### config.mk
export PLATFORM = sky130hd
export DESIGN_NAME = rx_idle_timeout
export DESIGN_NICKNAME = d
export VERILOG_FILES = /design/src/rtl/rx_idle_timeout_pkg.sv /design/src/rtl/rxto_idle_counter.sv /design/src/rtl/rxto_sticky_flag.sv /design/src/rtl/rxto_route.sv /design/src/rtl/rx_idle_timeout.sv
export SDC_FILE = /design/constraint.sdc
export NUM_CORES = 1
export LEC_CHECK = 0
export CORE_MARGIN = 3
export CORE_UTILIZATION = 35
export CTS_CLUSTER_SIZE = 8
export DETAILED_ROUTE_END_ITERATION = 8
export PLACE_DENSITY = 0.68
export SYNTH_ARGS = -nofsm -noshare
export SYNTH_HDL_FRONTEND = slang
export SYNTH_SLANG_ARGS = --single-unit
### constraint.sdc
create_clock -name clk -period 4.4 [get_ports clk]
set_clock_uncertainty 0.15 [all_clocks]
set_input_delay 0.88 -clock clk [delete_from_list [all_inputs] [get_ports clk]]
set_output_delay 0.88 -clock clk [all_outputs]
set_load 0.005 [all_outputs]
### src/rtl/rx_idle_timeout_pkg.sv
// Shared widths and types for the receive idle timeout timer.
package rx_idle_timeout_pkg;
    // Width of the programmable idle limit and of the idle counter.
    localparam int TMO_CNT_W = 24;
endpackage

### src/rtl/rxto_idle_counter.sv
// Idle counter. Counts bus cycles while the receive FIFO holds data and
// the port is enabled. An arrival strobe restarts it at zero. It reports
// a one-cycle hit when the next count reaches the limit, then parks until
// the next arrival.
// Assumes: arrive is a single-cycle strobe per pushed word.
module rxto_idle_counter #(
    parameter int CNT_W = rx_idle_timeout_pkg::TMO_CNT_W
) (
    input  logic             clk,
    input  logic             rst_n,
    input  logic             run_ok,
    input  logic [CNT_W-1:0] limit,
    input  logic             arrive,
    output logic             hit
);
    localparam int NXT_W = CNT_W + 1;

    logic [CNT_W-1:0] cnt_q;
    logic             parked_q;
    logic [NXT_W-1:0] cnt_next;
    logic             limit_zero;
    logic             counting;

    // Decide whether this cycle counts and whether it reaches the limit.
    always_comb begin
        cnt_next   = {1'b0, cnt_q} + NXT_W'(1);
        limit_zero = (limit == '0);
        counting   = run_ok && !limit_zero && !parked_q && !arrive;
        hit        = counting && (cnt_next >= {1'b0, limit});
    end

    // Advance, restart, hold or park the idle count.
    always_ff @(posedge clk) begin
        if (!rst_n) begin
            cnt_q    <= '0;
            parked_q <= 1'b0;
        end else if (arrive || !run_ok || limit_zero) begin
            cnt_q    <= '0;
            parked_q <= 1'b0;
        end else if (hit) begin
            cnt_q    <= '0;
            parked_q <= 1'b1;
        end else if (counting) begin
            cnt_q    <= cnt_next[CNT_W-1:0];
        end
    end
endmodule

### src/rtl/rxto_sticky_flag.sv
// Sticky status bit with write-one-to-clear. A set request in the same
// cycle as a clearing write wins, so no event is lost.
// Assumes: wr and wdata come from one status register write.
module rxto_sticky_flag (
    input  logic clk,
    input  logic rst_n,
    input  logic set,
    input  logic wr,
    input  logic wdata,
    output logic flag
);
    logic clr;

    // A clear needs the write strobe and a one in the flag position.
    always_comb clr = wr && wdata;

    // Hold the flag, with set taking priority over clear.
    always_ff @(posedge clk) begin
        if (!rst_n)    flag <= 1'b0;
        else if (set)  flag <= 1'b1;
        else if (clr)  flag <= 1'b0;
    end
endmodule

### src/rtl/rxto_route.sv
// Steers the timeout notice to the processor interrupt path or the DMA
// request path, chosen by the trailing-data steering bit.
// Assumes: the steering bit is static while the flag is set.
module rxto_route (
    input  logic flag,
    input  logic to_dma,
    output logic irq_req,
    output logic dma_req
);
    // Exactly one path sees the flag.
    always_comb begin
        irq_req = flag && !to_dma;
        dma_req = flag &&  to_dma;
    end
endmodule

### src/rtl/rx_idle_timeout.sv
// Receive FIFO idle timeout timer: counter, sticky flag and request steering.
// Assumes: all inputs are synchronous to clk. rx_push pulses once per word.
module rx_idle_timeout #(
    parameter int CNT_W = rx_idle_timeout_pkg::TMO_CNT_W
) (
    input  logic             clk,
    input  logic             rst_n,
    input  logic             port_en,
    input  logic [CNT_W-1:0] tmo_limit,
    input  logic             rx_push,
    input  logic             rx_nonempty,
    input  logic             trail_dma,
    input  logic             flag_wr,
    input  logic             flag_wdata,
    output logic             tmo_flag,
    output logic             tmo_irq,
    output logic             tmo_dma
);
    logic run_ok;
    logic hit;

    // The timer runs only with the port enabled and data waiting.
    always_comb run_ok = port_en && rx_nonempty;

    rxto_idle_counter #(.CNT_W(CNT_W)) u_cnt (
        .clk    (clk),
        .rst_n  (rst_n),
        .run_ok (run_ok),
        .limit  (tmo_limit),
        .arrive (rx_push),
        .hit    (hit)
    );

    rxto_sticky_flag u_flag (
        .clk   (clk),
        .rst_n (rst_n),
        .set   (hit),
        .wr    (flag_wr),
        .wdata (flag_wdata),
        .flag  (tmo_flag)
    );

    rxto_route u_route (
        .flag    (tmo_flag),
        .to_dma  (trail_dma),
        .irq_req (tmo_irq),
        .dma_req (tmo_dma)
    );
endmodule

==> results of run 1 <==
## tightest hold or removal path, cell delays in order (launching register included)
cell and delay [ps]:
dfxtp_1 310, inv_1 80, a21oi_1 60
## worst max-delay path by stage
stage	from	endpoint	depth (start not counted)
3_3_place_gp	u_cnt.cnt_q[0]	u_cnt.cnt_q[12]	13
4_1_cts	u_cnt.cnt_q[0]	u_cnt.cnt_q[7]	13
3_5_place_dp	u_cnt.cnt_q[0]	u_cnt.cnt_q[2]	13
6_report	u_cnt.cnt_q[0]	u_cnt.cnt_q[7]	13
5_1_grt	u_cnt.cnt_q[0]	u_cnt.cnt_q[4]	12
2_1_floorplan	u_cnt.cnt_q[0]	u_cnt.cnt_q[1]	13
## per-layer routing
metal / vias up / GRT usage [%] / wire length [um]
met5: - / 0 / 0
met4: 0 / 5.021 / 119
met3: 8 / 2.649 / 225
met2: 46 / 27.05 / 2868
met1: 1026 / 22.02 / 2850
li1: 1136 / - / -
## cells in the final DEF (no fill, tap or decap), types with 2 or more instances in the layout
cell,n
nand2_1,37
clkdlybuf4s50_1,34
inv_1,29
dfxtp_1,26
ha_1,25
a21oi_1,20
nor4_1,15
xnor2_1,14
nand4_1,10
nor2_1,10
nand3_1,9
nor3_1,9
a221o_1,9
or4b_1,7
buf_4,6
o21ai_0,5
nand2b_1,4
xor2_1,4
a211oi_1,4
and4_1,3
nor2b_1,3
a32o_1,3
nor3b_1,3
or4_1,3
clkbuf_8,3
nor3_4,2
xor2_2,2
o2111ai_2,2
o31a_1,2
or4b_2,2
## flip-flops by register name, summed over array words and instances, names as in the netlist
name            count
u_cnt.cnt_q        24
u_cnt.parked_q      1
u_flag.flag         1
## Yosys cell counts, types with 3 or more instances
cell / instances
a211oi_1: 4
a21oi_1: 20
a221o_1: 9
a32o_1: 3
and4_1: 3
buf_2: 6
clkbuf_1: 7
dfxtp_1: 26
ha_1: 25
inv_1: 29
nand2_1: 37
nand2b_1: 4
nand3_1: 9
nand4_1: 10
nor2_1: 10
nor2b_1: 3
nor3_1: 9
nor3b_1: 3
nor4_1: 15
o21ai_0: 5
or4_1: 3
or4b_1: 7
xnor2_1: 14
xor2_1: 4
## layout make-up
cell class / count / area [um^2]
Clock inverter: 1 / 30.03
Inverter: 29 / 108.9
Timing Repair Buffer: 40 / 385.4
Tap cell: 77 / 96.34
Clock buffer: 3 / 41.29
Multi-Input combinational cell: 223 / 1625
Fill cell: 637 / 3578
Sequential cell: 26 / 520.5
## per-stage QoR
step | hold slack, ps | util [%] | worst slack [ps] | cell area, um^2 | total power (W)
final | 348.5 | 43.97 | 370.0 | 2808 | 0.0004953
after CTS | 350.6 | 43.97 | 374.7 | 2808 | 0.0005008
after floorplan | 281.2 | - | 998.5 | 2325 | 0.0002627
after detailed placement | 333.2 | 42.85 | 403.2 | 2736 | 0.0003010
after global routing | 390.2 | 43.97 | 2.223 | 2808 | 0.0005152
after global placement | 333.9 | 42.85 | 553.5 | 2736 | 0.0003003
## power by group
part	switching [W]	total [W]	internal, W
Combinational	0.0000257	0.0000603	0.0000346
Clock	0.0000779	0.000200	0.000122
Sequential	0.0000000899	0.000235	0.000235
## cells by family (layout without fill, tap and decap cells)
logic type / after synthesis / count (layout)
xor gates and xnor gates: 20 / 20
DFF: 26 / 26
buffers and inverters: 45 / 73
AOI/OAI and AO/OA: 50 / 50
and+or+nand+nor: 128 / 128
adders and majority gates: 25 / 25
==> results.sh, run 1 <==
export IMPL_outcome="complete, no violations"
export IMPL_die_area_um2=7656
export IMPL_arrival_ps=4040
export IMPL_num_rows=29
export IMPL_core_um2=6386
export IMPL_leakage_nw=1.108
export IMPL_max_freq_mhz=248.1
export IMPL_cp_top_family="simple AND/OR/NAND/NOR gates"
export IMPL_hold_path_class="register to register"
export IMPL_synthFlopType="dfxtp_1"
export IMPL_postCtsSetupRepairBufs=0
export IMPL_clock_sinks=26
export IMPL_cp_end_kind="register"
export IMPL_synthAdderAreaFrac_pct=13.46
export IMPL_cts_buffer_depth=2
export IMPL_cts_made_buffers=3
export IMPL_fin_cells=399
export IMPL_yosys_mux_area_fraction_pct=0
export IMPL_clock_latency_ps=270
export IMPL_grt_pass1_wl_um=10020
export IMPL_start_util_pct=36.40
export IMPL_crit_buf_inv=1
export IMPL_synth_area_um2=2325
export IMPL_synth_top_family_by_area="simple AND/OR/NAND/NOR gates"
export IMPL_avgSynthCellArea_um2=7.907
export IMPL_power_density_nw_per_um2=176.4
export IMPL_setup_violations=0
export IMPL_worstSetupPathType="register to register"
export IMPL_vias_per_cell=5.554
export IMPL_worstPathMaxFanout=23
export IMPL_r2r_setup_slack_ps=370
export IMPL_irDropWorstVdd_v=0.0001709
export IMPL_fin_setup_tns_ps=0
export IMPL_yosys_register_bits=26
export IMPL_syn_nets=351
export IMPL_max_stage_delay_ps=430
export IMPL_hold_viol=0
export IMPL_min_period_ps=4030
export IMPL_holdPathEnd="u_cnt.parked_q"
export IMPL_n_antenna_cell=0
export IMPL_worstHoldStart="u_cnt.parked_q"
export IMPL_path_cells="ha_1, nand3_2, nor3_4, nand4_1, xnor2_1, ha_1, nand3_1, nor4_1, nand2_1, a21oi_1, buf_4, nor2_1, a221o_1"
export IMPL_io_buffers=34
export IMPL_area_growth_pct=20.77
export IMPL_drive_gt1_share_pct=7.764
export IMPL_synth_edf_count=0
export IMPL_crit_top_cell="ha_1"
export IMPL_critPathLaunchType="register"
export IMPL_num_vias=2216
export IMPL_worst_pin_slew_ps=1009
export IMPL_dr_pass1_iters=4
export IMPL_antenna_found_initial=0
export IMPL_die_w_um=87.50
export IMPL_synth_compound_area_share_pct=15.23
export IMPL_syn_inst=294
export IMPL_relSlewSlack_pct=32.48
export IMPL_synthDistinctLibCells=48
export IMPL_grtUsageTotal_pct=16.44
export IMPL_crit_slowest_cell="dfxtp_1"
export IMPL_nets=380
export IMPL_min_period_over_period_pct=91.59
export IMPL_grt_setup_unrepaired="false"
export IMPL_grt_pass1_vias=2122
export IMPL_reg2reg_to="u_cnt.cnt_q[7]"
export IMPL_synth_xor_area_share_pct=8.181
export IMPL_htree_num_levels=1
export IMPL_cts_resized_gates=0
export IMPL_post_dp_hpwl_um=4812
export IMPL_rr_worst_depth=13
export IMPL_routedWlPerCell_um=15.20
export IMPL_grt_max_degree=24
export IMPL_ioPinCount=35
export IMPL_yosysSeqAreaShare_pct=22.39
export IMPL_slew_viol_final=0
export IMPL_dp_cells=395
export IMPL_drc=0
export IMPL_synthSimpleGateAreaFrac_pct=32.78
export IMPL_drt_total_wl_um=6064
export IMPL_drv_cap=0
export IMPL_detail_route_antenna_nets=0
export IMPL_grt_ovfl_total=0
export IMPL_gp_congestion=0.8525
export IMPL_synth_top_area_share_pct=22.39
export IMPL_synthTopCellsByArea="dfxtp_1 (22%), ha_1 (13%), nand2_1 (6.0%)"
export IMPL_die_h_um=87.50
export IMPL_hold_buffers=0
export IMPL_synth_top_area_cell="dfxtp_1"
export IMPL_drtIter0Drc=118
export IMPL_cp_required_ps=4410
export IMPL_cts_root_buf="clkbuf_8"
export IMPL_ys_async_sr_fraction_pct=0
export IMPL_r2r_start="u_cnt.cnt_q[0]"
export IMPL_clk_pin_slew_ps=90
export IMPL_tritoncts="yes"
export IMPL_hold_depth=2
export IMPL_ys_warnings_count=0
Note: power is estimated with default switching activity, not from simulation.
==> inputs of run 2 (changes only) <==
--- a/config.mk
+++ b/config.mk
@@ -9,7 +9,8 @@
 export CORE_UTILIZATION = 35
 export CTS_CLUSTER_SIZE = 8
 export DETAILED_ROUTE_END_ITERATION = 8
-export PLACE_DENSITY = 0.68
+export GPL_TIMING_DRIVEN = 0
+export PLACE_DENSITY_LB_ADDON = 0.3
 export SYNTH_ARGS = -nofsm -noshare
 export SYNTH_HDL_FRONTEND = slang
 export SYNTH_SLANG_ARGS = --single-unit
==> run 2 against run 1 <==
Net effect: sequential share of layout area decreased by 0.23 points; power decreased by 6.7%; combinational power increased by 2%; flip-flop and latch count unchanged; routed wire length increased by 9.2%; via count increased by 4.2%; count of clock-buffer cells in the layout increased by 1; non-clock buffer count increased by 12; first-iteration DRC count increased by 10%; fmax decreased by 2.0%; die area unchanged.
==> results.sh, run 2 (synthesis gave the netlist of run 1 again) <==
export IMPL_num_vias=2308
export IMPL_cts_root_buf="clkbuf_8"
export IMPL_clock_latency_ps=280
export IMPL_clock_sinks=26
export IMPL_post_route_util_pct=44.51
export IMPL_hold_buffers=0
export IMPL_grtUsageTotal_pct=18.22
export IMPL_gp_congestion=0.8726
export IMPL_top_register="u_cnt.cnt_q"
export IMPL_relSlewSlack_pct=60.68
export IMPL_worst_pin_slew_ps=589.9
export IMPL_place_ws_ps=42.17
export IMPL_cts_buffer_depth=2
export IMPL_grt_max_degree=15
export IMPL_nets=392
export IMPL_vias_per_cell=5.616
export IMPL_hold_viol=0
export IMPL_drt_total_wl_um=6621
export IMPL_num_rows=29
export IMPL_worstPathMaxFanout=10
export IMPL_drtIter0Drc=130
export IMPL_hold_path_class="register to register"
export IMPL_fin_setup_tns_ps=0
export IMPL_area_growth_pct=22.28
export IMPL_cts_made_buffers=3
export IMPL_dr_pass1_iters=4
export IMPL_critPathLaunchType="register"
export IMPL_power_density_nw_per_um2=162.5
export IMPL_routedWlPerCell_um=16.11
export IMPL_cp_top_family="simple AND/OR/NAND/NOR gates"
export IMPL_min_period_ps=4112
export IMPL_drc=0
export IMPL_arrival_ps=4140
export IMPL_post_dp_hpwl_um=5161
export IMPL_worstSetupPathType="register to register"
export IMPL_grt_pass1_wl_um=10940
export IMPL_htree_num_levels=1
export IMPL_seqCellArea_um2=520.5
export IMPL_slew_viol_final=0
export IMPL_io_buffers=34
export IMPL_total_power_w=0.0004620
export IMPL_dp_cells=405
export IMPL_path_cells="ha_1, nand3_2, nor3_4, nand4_1, xnor2_1, ha_1, nand3_1, nor4_2, nand2_1, a21oi_2, buf_2, buf_2, nor4_1, a221o_1"
export IMPL_die_w_um=87.50
export IMPL_clk_pin_slew_ps=110
export IMPL_crit_buf_inv=2
export IMPL_core_um2=6386
export IMPL_num_fill_cells=650
export IMPL_leakage_nw=1.141
export IMPL_reg_largest_list="u_cnt.cnt_q: 24 flops, u_cnt.parked_q: 1 flops, u_flag.flag: 1 flops"
export IMPL_final_common_cell="nand2_1"
export IMPL_cp_required_ps=4430
export IMPL_irDropWorstVdd_v=0.0001406
export IMPL_ioPinCount=35
export IMPL_fin_cells=411
export IMPL_antenna_found_initial=0
export IMPL_cp_end_kind="register"
export IMPL_grt_pass1_vias=2209
export IMPL_grt_setup_unrepaired="false"
export IMPL_drive_gt1_share_pct=9.581
export IMPL_max_freq_mhz=243.2
export IMPL_max_stage_delay_ps=480
export IMPL_multiInputGateArea_um2=1629
export IMPL_die_area_um2=7656
export IMPL_setup_violations=0
export IMPL_crit_slowest_cell="dfxtp_1"
export IMPL_largest_reg_flops=24
export IMPL_outcome="complete, no violations"
export IMPL_fin_ws_ps=288.0
export IMPL_grt_ovfl_total=0
export IMPL_start_util_pct=36.40
export IMPL_die_h_um=87.50
export IMPL_detail_route_antenna_nets=0
export IMPL_final_cell_mix="nand2_1 (37), clkdlybuf4s50_1 (34), inv_1 (29)"
export IMPL_min_period_over_period_pct=93.45
export IMPL_tritoncts="yes"
export IMPL_n_antenna_cell=0
export IMPL_drv_cap=0
## run 2: changes by cell type in the layout (fill, tap and decap cells not counted), moves of 2 or more
cell,before,now
buf_2,0,6
clkbuf_2,0,2
clkbuf_1,0,6
buf_4,6,4
## run 2: worst reg2reg max path, cell delays in order (launching register included)
cell	delay [ps]
dfxtp_1	480
ha_1	300
nand3_2	230
nor3_4	310
nand4_1	200
xnor2_1	200
ha_1	310
nand3_1	130
nor4_2	440
nand2_1	130
a21oi_2	220
buf_2	260
buf_2	290
nor4_1	70
a221o_1	280
## run 2: power by group
part	switching [W]	internal, W
combinational	0.0000274	0.0000342
clock	0.0000847	0.0000803
sequential	0.000000115	0.000235
## run 2: layout make-up
class,instances,share of cell area [%]
inverter,29,3.829
buffer,16,2.729
clock buffer,4,1.937
timing repair buffer,36,12.50
multi-input combinational,223,57.31
tap,77,3.389
sequential,26,18.31
## run 2: timing repair
item / CTS / global route
gates resized for setup: 0 / 4
endpoints found under the setup margin: 0 / 17
setup buffers: 0 / 2
hold endpoints to repair: 0 / 0
## run 2: per-stage QoR
stage,cell area (um^2),hold WS (ps)
2_1_floorplan,2325,281.2
3_3_place_gp,2761,299.3
3_5_place_dp,2761,311.9
4_1_cts,2816,325.2
5_1_grt,2843,330.0
6_report,2843,329.4
## run 2: final timing paths
kind,startpoint,endpoint,slack (ps),cells after the start
worst max-delay path,u_cnt.cnt_q[0],u_cnt.cnt_q[12],290,14
worst min-delay path,u_cnt.parked_q,u_cnt.parked_q,330,2
worst max register to register,u_cnt.cnt_q[0],u_cnt.cnt_q[12],290,14
worst min register to register,u_cnt.parked_q,u_cnt.parked_q,330,2
## run 2: layer usage
| layer | share of wire [%] | track usage (%) | vias to the layer above |
|---|---|---|---|
| met4 | 2.1 | 4.881 | 0 |
| met5 | 0 | 0 | - |
| met3 | 4.9 | 3.027 | 10 |
| met1 | 48 | 25.58 | 1068 |
| li1 | - | - | 1160 |
| met2 | 45 | 28.84 | 70 |
